## src/rtl/ctw_pkg.sv

```systemverilog
// Package: shared widths, field types and encodings for the translation stage.
// Assumes a 16-bit compact source word and a 32-bit native word.
package ctw_pkg;

    localparam int SRC_W      = 16;
    localparam int NAT_W      = 32;
    localparam int SRC_RW     = 3;
    localparam int NAT_RW     = 4;
    localparam int OP_W       = 4;
    localparam int IMM_W      = 8;
    localparam int NAT_IMM_W  = 16;
    localparam int SCND_W     = 3;
    localparam int NCND_W     = 4;
    localparam int GRP_W      = 3;
    localparam int SUB_W      = 3;
    localparam int NREG_FIELD = 2;

    // Native instruction forms
    typedef enum logic [1:0] {
        FORM_SHORT   = 2'b00,
        FORM_LONGIMM = 2'b10,
        FORM_EXT     = 2'b11
    } nat_form_e;

    // Compact source word
    typedef struct packed {
        logic                imm_form;
        logic [OP_W-1:0]     op;
        logic [SRC_RW-1:0]   rd;
        logic [IMM_W-1:0]    low;
    } src_word_t;

    // Native destination word
    typedef struct packed {
        nat_form_e               form;
        logic [GRP_W-1:0]        grp;
        logic [SUB_W-1:0]        sub;
        logic [NAT_RW-1:0]       rd;
        logic [NAT_RW-1:0]       rs;
        logic [NAT_IMM_W-1:0]    tail;
    } nat_word_t;

    localparam logic [NAT_W-1:0] NAT_NOP = '0;

endpackage

```

## src/rtl/ctw_regmap.sv

```systemverilog
// Module: widens a set of compact register fields into native indices.
// Each field copies its top bit into every added bit, so the upper half of
// the compact file lands on the top of the native file. Purely combinational.
module ctw_regmap #(
    parameter int SRC_RW  = ctw_pkg::SRC_RW,
    parameter int NAT_RW  = ctw_pkg::NAT_RW,
    parameter int NFIELDS = ctw_pkg::NREG_FIELD
) (
    input  logic [NFIELDS-1:0][SRC_RW-1:0] src_idx,
    output logic [NFIELDS-1:0][NAT_RW-1:0] nat_idx
);

    localparam int EXT_BITS = NAT_RW - SRC_RW;

    // One widener per register field
    for (genvar g = 0; g < NFIELDS; g++) begin : g_field
        if (EXT_BITS > 0) begin : g_ext
            assign nat_idx[g] = {{EXT_BITS{src_idx[g][SRC_RW-1]}}, src_idx[g]};
        end else begin : g_same
            assign nat_idx[g] = src_idx[g][NAT_RW-1:0];
        end
    end

endmodule

```

## src/rtl/ctw_opmap.sv

```systemverilog
// Module: maps a compact opcode and condition onto native group, sub-operation
// and condition codes, and flags opcodes with no native counterpart.
// Assumes opcode[3:2] is the group and opcode[1:0] the operation inside it.
module ctw_opmap
    import ctw_pkg::*;
(
    input  logic [OP_W-1:0]   op,
    input  logic [SCND_W-1:0] scond,
    output logic [GRP_W-1:0]  grp,
    output logic [SUB_W-1:0]  sub,
    output logic [NCND_W-1:0] ncond,
    output logic              no_equiv
);

    localparam int GSEL_W = 2;
    localparam int OSEL_W = OP_W - GSEL_W;

    logic [GSEL_W-1:0] gsel;
    logic [OSEL_W-1:0] osel;

    assign gsel = op[OP_W-1 -: GSEL_W];
    assign osel = op[OSEL_W-1:0];

    // Group remap: the four compact groups spread over the native eight
    always_comb begin
        unique case (gsel)
            2'd0:    grp = 3'd0;
            2'd1:    grp = 3'd1;
            2'd2:    grp = 3'd3;
            default: grp = 3'd6;
        endcase
    end

    // Sub-operation: the low opcode bits, zero-padded to native width
    assign sub = {{(SUB_W-OSEL_W){1'b0}}, osel};

    // Condition remap into the native condition table
    always_comb begin
        unique case (scond)
            3'd0:    ncond = 4'd0;
            3'd1:    ncond = 4'd2;
            3'd2:    ncond = 4'd3;
            3'd3:    ncond = 4'd4;
            3'd4:    ncond = 4'd5;
            3'd5:    ncond = 4'd6;
            3'd6:    ncond = 4'd7;
            default: ncond = 4'd1;
        endcase
    end

    // Constant-load low/high have no native equivalent
    always_comb begin
        unique case (op)
            4'd14, 4'd15: no_equiv = 1'b1;
            default:      no_equiv = 1'b0;
        endcase
    end

endmodule

```

## src/rtl/ctw_assemble.sv

```systemverilog
// Module: builds the native word from the mapped fields, or passes the
// source through when translation is off. Combinational; the caller registers it.
module ctw_assemble
    import ctw_pkg::*;
(
    input  logic                 mode,
    input  logic [SRC_W-1:0]     raw,
    input  logic [NAT_RW-1:0]    rd_n,
    input  logic [NAT_RW-1:0]    rs_n,
    input  logic [GRP_W-1:0]     grp,
    input  logic [SUB_W-1:0]     sub,
    input  logic [NCND_W-1:0]    ncond,
    input  logic                 no_equiv,
    output logic [NAT_W-1:0]     word,
    output logic                 trap
);

    localparam int PAD_W  = NAT_IMM_W - IMM_W;
    localparam int TAIL_Z = NAT_IMM_W - NCND_W;

    src_word_t  s;
    nat_word_t  n;

    assign s = src_word_t'(raw);

    // Field placement for the two translated forms
    always_comb begin
        n      = '0;
        n.grp  = grp;
        n.sub  = sub;
        n.rd   = rd_n;
        if (s.imm_form) begin
            n.form = FORM_LONGIMM;
            n.rs   = '0;
            n.tail = {{PAD_W{s.low[IMM_W-1]}}, s.low};
        end else begin
            n.form = FORM_EXT;
            n.rs   = rs_n;
            n.tail = {ncond, {TAIL_Z{1'b0}}};
        end
    end

    // Output selection: pass-through, trap replacement or translation
    always_comb begin
        if (!mode) begin
            word = {{(NAT_W-SRC_W){1'b0}}, raw};
            trap = 1'b0;
        end else if (no_equiv) begin
            word = NAT_NOP;
            trap = 1'b1;
        end else begin
            word = NAT_W'(n);
            trap = 1'b0;
        end
    end

endmodule

```

## src/rtl/ctw_xlate_stage.sv

```systemverilog
// Module: one-cycle fetch-to-decode stage that turns compact 16-bit
// instructions into native 32-bit ones when mode is set. Assumes upstream
// holds its inputs while stall is high; a stall freezes the output register.
module ctw_xlate_stage
    import ctw_pkg::*;
(
    input  logic              clk,
    input  logic              rst_n,
    input  logic              mode,
    input  logic              stall,
    input  logic              in_valid,
    input  logic [15:0]       in_instr,
    output logic              out_valid,
    output logic [31:0]       out_instr,
    output logic              out_illegal
);

    src_word_t                              s;
    logic [NREG_FIELD-1:0][SRC_RW-1:0]      reg_src;
    logic [NREG_FIELD-1:0][NAT_RW-1:0]      reg_nat;
    logic [GRP_W-1:0]                       grp;
    logic [SUB_W-1:0]                       sub;
    logic [NCND_W-1:0]                      ncond;
    logic                                   no_equiv;
    logic [NAT_W-1:0]                       word;
    logic                                   trap;

    assign s = src_word_t'(in_instr);

    // Register fields: destination at index 0, source at index 1
    assign reg_src[0] = s.rd;
    assign reg_src[1] = s.low[IMM_W-1 -: SRC_RW];

    ctw_regmap #(
        .SRC_RW  (SRC_RW),
        .NAT_RW  (NAT_RW),
        .NFIELDS (NREG_FIELD)
    ) u_regmap (
        .src_idx (reg_src),
        .nat_idx (reg_nat)
    );

    ctw_opmap u_opmap (
        .op       (s.op),
        .scond    (s.low[SCND_W-1:0]),
        .grp      (grp),
        .sub      (sub),
        .ncond    (ncond),
        .no_equiv (no_equiv)
    );

    ctw_assemble u_asm (
        .mode     (mode),
        .raw      (in_instr),
        .rd_n     (reg_nat[0]),
        .rs_n     (reg_nat[1]),
        .grp      (grp),
        .sub      (sub),
        .ncond    (ncond),
        .no_equiv (no_equiv),
        .word     (word),
        .trap     (trap)
    );

    // Output register: the single pipeline stage, frozen by stall
    always_ff @(posedge clk) begin
        if (!rst_n) begin
            out_valid   <= 1'b0;
            out_illegal <= 1'b0;
            out_instr   <= '0;
        end else if (!stall) begin
            out_valid   <= in_valid;
            out_illegal <= in_valid & trap;
            if (in_valid) begin
                out_instr <= word;
            end
        end
    end

endmodule

```

## config.mk

```make
export PLATFORM = sky130hd
export DESIGN_NAME = ctw_xlate_stage
export DESIGN_NICKNAME = d
export VERILOG_FILES = /design/src/rtl/ctw_pkg.sv /design/src/rtl/ctw_regmap.sv /design/src/rtl/ctw_opmap.sv /design/src/rtl/ctw_assemble.sv /design/src/rtl/ctw_xlate_stage.sv
export SDC_FILE = /design/constraint.sdc
export NUM_CORES = 1
export LEC_CHECK = 0
export CAP_MARGIN = 20
export CORE_MARGIN = 5
export CORE_UTILIZATION = 65
export CTS_CLUSTER_SIZE = 20
export DETAILED_ROUTE_END_ITERATION = 10
export DONT_BUFFER_PORTS = 1
export GPL_TIMING_DRIVEN = 0
export PLACE_DENSITY = 0.9
export RECOVER_POWER = 25
export SKIP_CTS_REPAIR_TIMING = 1
export SLEW_MARGIN = 25
export SYNTH_ARGS = -nofsm -noshare
export SYNTH_HDL_FRONTEND = slang
export SYNTH_SLANG_ARGS = --single-unit
```

## constraint.sdc

```tcl
create_clock -name clk -period 2.1 [get_ports clk]
set_input_delay 0.105 -clock clk [delete_from_list [all_inputs] [get_ports clk]]
set_output_delay 0.105 -clock clk [all_outputs]
set_load 0.005 [all_outputs]
```

## Word-level counts from Yosys, hierarchy flattened

Cells that the tools add are included.

- Register bits after elaboration: 34

- Multiplexer cells: 9
- Reduce and logical (&&, ||, !) cells: 4
- Eq/ne operators: 10
- Bitwise operators: 2

Operators by type and width:

| cell | count |
|---|---|
| 2-to-1 mux 32 bit | 2 |
| case mux 3 bit (7 select lines) | 1 |
| 2-to-1 mux 20 bit | 1 |
| == test 3 bit (second input constant) | 3 |
| case mux 3 bit (3 select lines) | 1 |
| == test 4 bit (second input constant) | 2 |
| == test 3 x 2 -> 1 bit (second input constant) | 2 |
| 2-to-1 mux 1 bit | 4 |
| == test 3 x 1 -> 1 bit (second input constant) | 1 |
| logical NOT 3 bit | 1 |
| == test 2 x 1 -> 1 bit (second input constant) | 1 |
| == test 2 bit (second input constant) | 1 |
| logical NOT 2 bit | 1 |
| AND reduction 2 bit | 1 |
| OR reduction 2 bit | 1 |
| AND 1 bit | 1 |
| inverter 1 bit | 1 |

## Depth between registers and ports, before layout

Gate-level depths: netlist (run 1).

- Depth after elaboration: 6
- Depth in mapped cells: 5
- Depth with buffers taken out: 5

## Cells and area by module

From an unflattened synthesis (run 1), not the netlist that was laid out.

- Cell total of the unflattened synthesis: 226
- Area, all modules: 1954.4 µm²

Modules (own cells, without submodules):

| module | sequential area each (µm²) | instances | area an instance (µm²) | cells each |
|---|---|---|---|---|
| ctw_xlate_stage | 680.7 | 1 | 1396.3 | 148 |
| ctw_assemble | 0.0 | 1 | 385.4 | 53 |
| ctw_opmap | 0.0 | 1 | 112.6 | 17 |
| ctw_regmap | 0.0 | 1 | 60.1 | 8 |

## Worst setup path after synthesis (run 1)

Ideal clock, no wire load.

- Path kind: input -> register
- Start point: in in_instr[13]
- End point: reg out_instr[13]
- Path slack: 1.085 ns
- Stages: 5
- Arrival time: 0.941 ns
- Required time: 2.026 ns
- Path buffers: 0
- Path through: ha_1 a21bo_4 a21oi_2 o21ai_0 a31oi_1

- Word-level cells in the longest chain between the ends: 5

RTL lines:

| element | RTL line | text |
|---|---|---|
| start, declared | ctw_xlate_stage.sv:12 | `input logic [15:0] in_instr,` |
| == test 4 bit | ctw_opmap.sv:53 | `unique case (op)` |
| OR reduction 2 bit | ctw_opmap.sv:53 |  |
| 2-to-1 mux 1 bit | ctw_opmap.sv:53 |  |
| 2-to-1 mux 32 bit | ctw_assemble.sv:48 | `end else if (no_equiv) begin` |
| 2-to-1 mux 32 bit (*) | ctw_assemble.sv:45 | `if (!mode) begin` |
| end signal, assigned | ctw_xlate_stage.sv:75 | `out_instr <= word;` |
| end, declared | ctw_xlate_stage.sv:14 | `output logic [31:0] out_instr,` |

Mark *: on every way between the ends. The rest lies on a longest branch, timed or not.
A chain may end at the register's enable or synchronous reset.

## Worst setup path after layout (run 1)

- Start point: in in_instr[13]
- End point: reg out_instr[28]

- Word-level cells in the longest chain between the ends: 5

RTL lines:

| element | RTL line |
|---|---|
| == test 4 bit | ctw_opmap.sv:53 |
| OR reduction 2 bit | ctw_opmap.sv:53 |
| 2-to-1 mux 1 bit | ctw_opmap.sv:53 |
| 2-to-1 mux 32 bit (*) | ctw_assemble.sv:48 |
| 2-to-1 mux 32 bit (*) | ctw_assemble.sv:45 |

Marks and branches as above.

==> results of run 1 <==
final timing paths:
| path | from | end | slack [ns] | cells after the start |
|---|---|---|---|---|
| hold / removal | in_instr[8] | out_instr[20] | -0.05 | 2 |
| setup reg to reg | out_illegal | out_illegal | 0.88 | 3 |
| setup / recovery | in_instr[13] | out_instr[28] | 0.86 | 5 |
| hold reg to reg | out_instr[6] | out_instr[6] | 0.50 | 2 |
sequential cells by signal, summed over array words and instances (netlist names):
| signal | flops |
|---|---|
| out_illegal | 1 |
| out_valid | 1 |
| out_instr | 29 |
kinds of logic after synthesis:
kind of cell | Yosys count
AOI/OAI and AO/OA | 46
xor gates and xnor gates | 2
adders and majority gates | 3
buffers and inverters | 16
DFF | 31
other | 1
and+or+nand+nor | 49
power groups by stage:
stage / clock network (W) / registers (W) / logic (W)
floorplan: 0 / 0.000639 / 0.000103
CTS: 0.000306 / 0.000631 / 0.000123
detailed placement: 0 / 0.000645 / 0.000123
global placement: 0 / 0.000644 / 0.000118
finish: 0.000302 / 0.000630 / 0.000143
global route: 0.000337 / 0.000633 / 0.000158
synthesized netlist by cell type (2+ instances only):
cell type	n
sky130_fd_sc_hd__dfxtp_1	31
sky130_fd_sc_hd__nand2_1	15
sky130_fd_sc_hd__nor2b_1	11
sky130_fd_sc_hd__o21ai_0	11
sky130_fd_sc_hd__a22oi_1	9
sky130_fd_sc_hd__a31oi_1	8
sky130_fd_sc_hd__nand2b_1	8
sky130_fd_sc_hd__nand3_1	8
sky130_fd_sc_hd__o21ai_2	8
sky130_fd_sc_hd__a21boi_0	4
sky130_fd_sc_hd__buf_4	3
sky130_fd_sc_hd__inv_1	3
sky130_fd_sc_hd__a21oi_1	2
sky130_fd_sc_hd__buf_2	2
sky130_fd_sc_hd__buf_6	2
sky130_fd_sc_hd__clkbuf_1	2
sky130_fd_sc_hd__clkbuf_8	2
sky130_fd_sc_hd__ha_1	2
sky130_fd_sc_hd__nand4_1	2
layer usage:
metal | up-vias | wire, um | track usage (%)
li1 | 564 | - | -
met1 | 548 | 1371 | 20.37
met2 | 60 | 1706 | 32.18
met3 | 6 | 415 | 12.41
met4 | 0 | 51 | 8.278
met5 | - | 0 | 0
through the flow:
stage | cells | power (W) | utilization [%] | setup slack [ns] | area [um^2]
after floorplan | 148 | 0.0007424 | - | 1.085 | 1428
after global placement | 176 | 0.0007614 | 68.08 | 0.9922 | 1463
after detailed placement | 176 | 0.0007679 | 68.08 | 0.9479 | 1463
after CTS | 182 | 0.001061 | 70.01 | 1.136 | 1504
after global routing | 201 | 0.001129 | 76.24 | 0.7310 | 1638
final | 201 | 0.001076 | 76.24 | 0.8570 | 1638
worst max-delay path, stage by stage:
cell and delay [ns]:
sky130_fd_sc_hd__ha_1 0.24, sky130_fd_sc_hd__a21bo_1 0.27, sky130_fd_sc_hd__nor2_1 0.45, sky130_fd_sc_hd__o21ai_0 0.16, sky130_fd_sc_hd__a21boi_0 0.26
cell type report:
class                      count  area (um^2)
inverter                       3        11.26
fill                         149        510.5
sequential                    31        620.6
timing repair buffer          19        190.2
clock buffer                   6        41.29
tap                           28        35.03
buffer                        13        117.6
multi-input combinational    101        621.8
==> results.json, run 1 <==
{
  "outcome": "finished, violations left",
  "violations_in_the_final_reports": "negative hold slack",
  "synthCells": 148,
  "gr-usage-all-layers_pct": 19.85,
  "timing.critical_path.arrival_ns": 1.48,
  "element_type_at_the_critical_path_start": "input pin",
  "final_net_count": 197,
  "detailroute.via_count": 1178,
  "synth_flop_cell": "sky130_fd_sc_hd__dfxtp_1",
  "critPathKind": "in -> reg",
  "hold_violations": 1,
  "ys_seq_area_share_pct": 43.47,
  "post_synth.cell_area_avg_um2": 9.646,
  "postSynthRegisterBits": 31,
  "timing.hold.worst.class": "in -> reg",
  "synth.mux.area_fraction_pct": 0,
  "net-switching-power_w": 0.0002704,
  "detail-route-antenna-nets": 0,
  "fp.dieArea_mm2": 0.003234,
  "switching_share_pct": 25.14,
  "clkLatencyLatePin_ns": 0.33,
  "power_report.internal_total_w": 0.0008052,
  "cts_htree_levels": 2,
  "synthesis.area_mm2": 0.001428,
  "grt_pass1_wl_um": 4933,
  "post-route-period-util_pct": 59.19,
  "clock_power_share_pct": 28.1,
  "ctsRootBufferMaster": "sky130_fd_sc_hd__clkbuf_4",
  "endpoint_kind": "register",
  "insertedDiodeCount": 0,
  "max-clock-path-buffers": 2,
  "first_global_vias": 1108,
  "ioPinCount": 55,
  "layout.cells.most_common_list": "31 x sky130_fd_sc_hd__dfxtp_1, 19 x sky130_fd_sc_hd__dlygate4sd3_1, 18 x sky130_fd_sc_hd__o21ai_0",
  "synth-xor-area-share_pct": 1.227,
  "final-setup-viol-count": 0,
  "timing.max_slew.rel_slack_pct": 63.12,
  "drt-initial-drc-count": 66,
  "worst-slew-pin-transition_ns": 0.5511,
  "crit_required_ns": 2.34,
  "synth_nets": 171,
  "cts_buffer_count": 5,
  "synthSimpleGateAreaFrac_pct": 20.60,
  "holdWs_ns": -0.04977,
  "antenna_violations_before_repair": 0,
  "cap_violations": 0,
  "core.rowCount": 17,
  "drc_errors": 0,
  "finClkSkew_ns": 0,
  "critical_path.max_fanout": 8,
  "coreArea_mm2": 0.002148,
  "io_buffer_count": 0,
  "grt_start_max_net_pins": 11,
  "cell_accounting_for_the_most_synthesized_area": "sky130_fd_sc_hd__dfxtp_1",
  "rsz0062_at_grt": "false",
  "synth-adder-area-share_pct": 2.454,
  "synth_top_family_by_area": "compound AO/OA/AOI/OAI gates",
  "initial_core_util_pct": 66.45,
  "ys_types": 34,
  "combinationalPowerShare_pct": 13.3,
  "power.density_mw_per_mm2": 656.7,
  "area_growth_pct": 14.72,
  "dp_hpwl_um": 2391,
  "finalWorstPathRequiredPeriod_ns": 1.243,
  "overflow": 0,
  "seq_pwr_share_pct": 58.6,
  "layout_commonest_cell": "sky130_fd_sc_hd__dfxtp_1",
  "gpl.final_weighted_congestion": 0.7623,
  "clock-sinks": 31,
  "routed_via_density": 5.861,
  "maxClockFrequency_mhz": 804.5,
  "power.leakage_nw": 0.6347,
  "detailedRoute.firstPassIterationCount": 4,
  "wl_per_cell_um": 17.64,
  "area_contributors_post_synth": "sky130_fd_sc_hd__dfxtp_1 43%, sky130_fd_sc_hd__o21ai_2 4.9%, sky130_fd_sc_hd__nor2b_1 4.8%, sky130_fd_sc_hd__a22oi_1 4.7%, sky130_fd_sc_hd__nand2_1 3.9%",
  "synth_compound_gate_area_share_pct": 22.96,
  "asyncSetResetFlopFracSynth_pct": 0,
  "setup_total_negative_slack_ns": 0,
  "yosys_warnings": 0,
  "synth_edf_count": 0,
  "slew_viol_final": 0,
  "synthDominantCellAreaShare_pct": 43.47,
  "fp.dieW_um": 56.87,
  "tritoncts": "built",
  "die_height_um": 56.87,
  "total_routed_wirelength_um": 3545,
  "final_layout_size_suffix_gt1_share_pct": 11.56,
  "irDropWorstVdd_v": 0.0005420,
  "clk_pin_slew_worst_paths_ns": 0.08
}
No activity file was read; power rests on OpenSTA's default activity.
==> run 2, diff against run 1 <==
--- a/config.mk
+++ b/config.mk
@@ -5,14 +5,15 @@
 export SDC_FILE = /design/constraint.sdc
 export NUM_CORES = 1
 export LEC_CHECK = 0
+export ABC_AREA = 1
 export CAP_MARGIN = 20
 export CORE_MARGIN = 5
-export CORE_UTILIZATION = 65
+export CORE_UTILIZATION = 60
 export CTS_CLUSTER_SIZE = 20
 export DETAILED_ROUTE_END_ITERATION = 10
 export DONT_BUFFER_PORTS = 1
 export GPL_TIMING_DRIVEN = 0
-export PLACE_DENSITY = 0.9
+export PLACE_DENSITY = 0.85
 export RECOVER_POWER = 25
 export SKIP_CTS_REPAIR_TIMING = 1
 export SLEW_MARGIN = 25
==> constraint.sdc (replaced) <==
create_clock -name clk -period 1.23 [get_ports clk]
set_input_delay 0.0615 -clock clk [delete_from_list [all_inputs] [get_ports clk]]
set_output_delay 0.0615 -clock clk [all_outputs]
set_load 0.005 [all_outputs]
==> run 2 against run 1 <==
Worst hold slack gained 0.033 ns. First-iteration DRC count fell by 36%. The flow still finishes with violations (negative hold slack). Highest routed layer unchanged. Final area is 2.5% lower. Clock power rose by 120%. Worst setup slack got worse by 0.60 ns. Die area up 0.60%. Critical path depth is 1 lower. Clock-buffer cell count rose by 2. Critical endpoint is now out_instr[27]. Non-clock buffer count is 3 lower. Synthesized area is 7.0% lower.
==> results.json, run 2 <==
{
  "outcome": "finished, violations left",
  "violations_in_the_final_reports": "negative hold slack",
  "timing.hold.worst_path_depth": 4,
  "detailedRoute.firstPassIterationCount": 4,
  "critPathMaxStageDelay_ns": 0.62,
  "final_layout_size_suffix_gt1_share_pct": 12.06,
  "max-clock-path-buffers": 2,
  "fp.dieArea_mm2": 0.003253,
  "cell_accounting_for_the_most_synthesized_area": "sky130_fd_sc_hd__dfxtp_1",
  "overflow": 0,
  "hold_violations": 3,
  "timing.hold.worst.class": "in -> reg",
  "regToRegSetupSlack_ns": 0.53,
  "tritoncts": "built",
  "antenna_violations_before_repair": 0,
  "ys_seq_area_share_pct": 46.75,
  "final-setup-viol-count": 0,
  "synth_flop_cell": "sky130_fd_sc_hd__dfxtp_1",
  "detail-route-antenna-nets": 0,
  "synth-adder-area-share_pct": 1.885,
  "worst_path_dominant_cell_family": "buffers and inverters",
  "critPathSlowestCell": "sky130_fd_sc_hd__dlygate4sd3_1",
  "synthSimpleGateAreaFrac_pct": 19.79,
  "initial_core_util_pct": 61.19,
  "layout.cells.most_common_list": "43 x sky130_fd_sc_hd__nand2_1, 39 x sky130_fd_sc_hd__a21oi_1, 31 x sky130_fd_sc_hd__dfxtp_1",
  "finalWorstPathRequiredPeriod_ns": 0.9683,
  "dp_hpwl_um": 2325,
  "setup_total_negative_slack_ns": 0,
  "top_register": "out_instr",
  "grt_pass1_wl_um": 4671,
  "holdWs_ns": -0.01647,
  "finalCoreUtilization_pct": 73.59,
  "rsz0062_at_grt": "false",
  "area_growth_pct": 20.26,
  "clkLatencyLatePin_ns": 0.32,
  "crit_required_ns": 1.44,
  "wl_per_cell_um": 14.39,
  "power.leakage_nw": 0.6804,
  "post_synth.cell_area_avg_um2": 7.629,
  "synth.mux.area_fraction_pct": 0,
  "drc_errors": 0,
  "die_height_um": 57.04,
  "core.rowCount": 17,
  "detailroute.via_count": 1231,
  "layout_commonest_cell": "sky130_fd_sc_hd__nand2_1",
  "cts_buffer_count": 5,
  "cp.depth": 4,
  "synthesis.area_mm2": 0.001328,
  "io_buffer_count": 0,
  "clock-sinks": 31,
  "finClkSkew_ns": 0,
  "dpl.cell_count": 202,
  "routed_via_density": 5.423,
  "element_type_at_the_critical_path_start": "input pin",
  "critPathKind": "in -> reg",
  "largest_registers": "out_instr (29), out_illegal (1), out_valid (1)",
  "gr-usage-all-layers_pct": 18.17,
  "final_net_count": 221,
  "synth_most_common_cell": "sky130_fd_sc_hd__nand2_1",
  "largest_register_ffs": 29,
  "first_global_vias": 1059,
  "synth-xor-area-share_pct": 0,
  "ys_types": 21,
  "synth_top_family_by_area": "compound AO/OA/AOI/OAI gates",
  "fp.dieW_um": 57.04,
  "synth_common_cells": "41 x sky130_fd_sc_hd__nand2_1, 39 x sky130_fd_sc_hd__a21oi_1, 31 x sky130_fd_sc_hd__dfxtp_1",
  "timing.critical_path.arrival_ns": 1.18,
  "critical_path.max_fanout": 10,
  "coreArea_mm2": 0.002170,
  "gpl.final_weighted_congestion": 0.7802,
  "synthCells": 174,
  "ioPinCount": 55,
  "ctsRootBufferMaster": "sky130_fd_sc_hd__clkbuf_4",
  "yosys_warnings": 0,
  "grt_start_max_net_pins": 11,
  "cts_htree_levels": 2,
  "synthDominantCellAreaShare_pct": 46.75,
  "power.density_mw_per_mm2": 1248,
  "slew_viol_final": 0,
  "path_cells": "dlygate4sd3_1 > inv_1 > buf_2 > a21oi_1",
  "area_contributors_post_synth": "sky130_fd_sc_hd__dfxtp_1 47%, sky130_fd_sc_hd__a21oi_1 15%, sky130_fd_sc_hd__nand2_1 12%, sky130_fd_sc_hd__o21ai_0 6.4%, sky130_fd_sc_hd__inv_1 2.5%",
  "maxClockFrequency_mhz": 1033,
  "insertedDiodeCount": 0,
  "total_routed_wirelength_um": 3267,
  "cap_violations": 0,
  "total_power_consumption_w": 0.001992,
  "synth_nets": 197,
  "clk_pin_slew_worst_paths_ns": 0.09,
  "irDropWorstVdd_v": 0.001011,
  "final_cells": 227,
  "asyncSetResetFlopFracSynth_pct": 0,
  "synth_edf_count": 0,
  "worst_path_buf_inv": 3,
  "reg2regPathDepth": 2,
  "endpoint_kind": "register",
  "synth_compound_gate_area_share_pct": 21.77,
  "postSynthRegisterBits": 31,
  "post-route-period-util_pct": 78.73,
  "drt-initial-drc-count": 42
}
[run 2: changes by cell type after synthesis, sizes merged, moves of 4 or more]
cell | previous run | this run
inv | 3 | 11
nor2b | 11 | 0
a21oi | 3 | 40
nand2b | 9 | 0
nand3 | 8 | 2
a22oi | 9 | 0
nand2 | 15 | 44
a31oi | 8 | 0
nor2 | 1 | 8
a21boi | 4 | 0
[run 2: cell families after synthesis]
group	after synthesis
fa+ha+maj	2
other cells	1
buf+inv	24
simple gates	59
compound gates	57
flops	31
[run 2: area by class of cell]
class	count	area (um^2)
sequential	31	620.6
timing repair buffer	17	170.2
buffer	12	81.33
fill	179	573.1
clock buffer	8	68.82
inverter	12	45.04
tap	28	35.03
multi-input combinational	119	575.6
[run 2: report_power, final]
group | switching (W) | internal (W)
clock | 0.000327 | 0.000336
combinational | 0.000135 | 0.000106
sequential | 0.0000368 | 0.00105
total | 0.000499 | 0.00149
[run 2: path summary, 6_finish.rpt]
| check | startpoint | end |
|---|---|---|
| setup / recovery | rst_n | out_instr[27] |
| hold reg to reg | out_instr[30] | out_instr[30] |
| hold / removal | in_instr[7] | out_instr[19] |
| setup reg to reg | out_instr[5] | out_instr[5] |
[run 2: worst min-delay path, cell delays in order]
cell and delay [ns]:
sky130_fd_sc_hd__inv_1 0.03, sky130_fd_sc_hd__nor2_1 0.04, sky130_fd_sc_hd__nand4_1 0.08, sky130_fd_sc_hd__a21oi_1 0.06
[run 2: per-stage QoR]
step                      area, um^2  setup slack [ns]
after detailed placement        1363            0.1915
after global routing            1597            0.1661
after floorplan                 1328            0.3223
after global placement          1363            0.2037
after CTS                       1431            0.3118
final                           1597            0.2617
[run 2: layer usage]
layer	part of all wire (%)	wire, um	vias up	global-route usage [%]
li1	-	-	623	-
met1	38	1253	552	20.53
met2	49	1617	50	30.02
met3	11	346	6	6.787
met4	1.5	50	0	8.940
met5	0	0	-	0
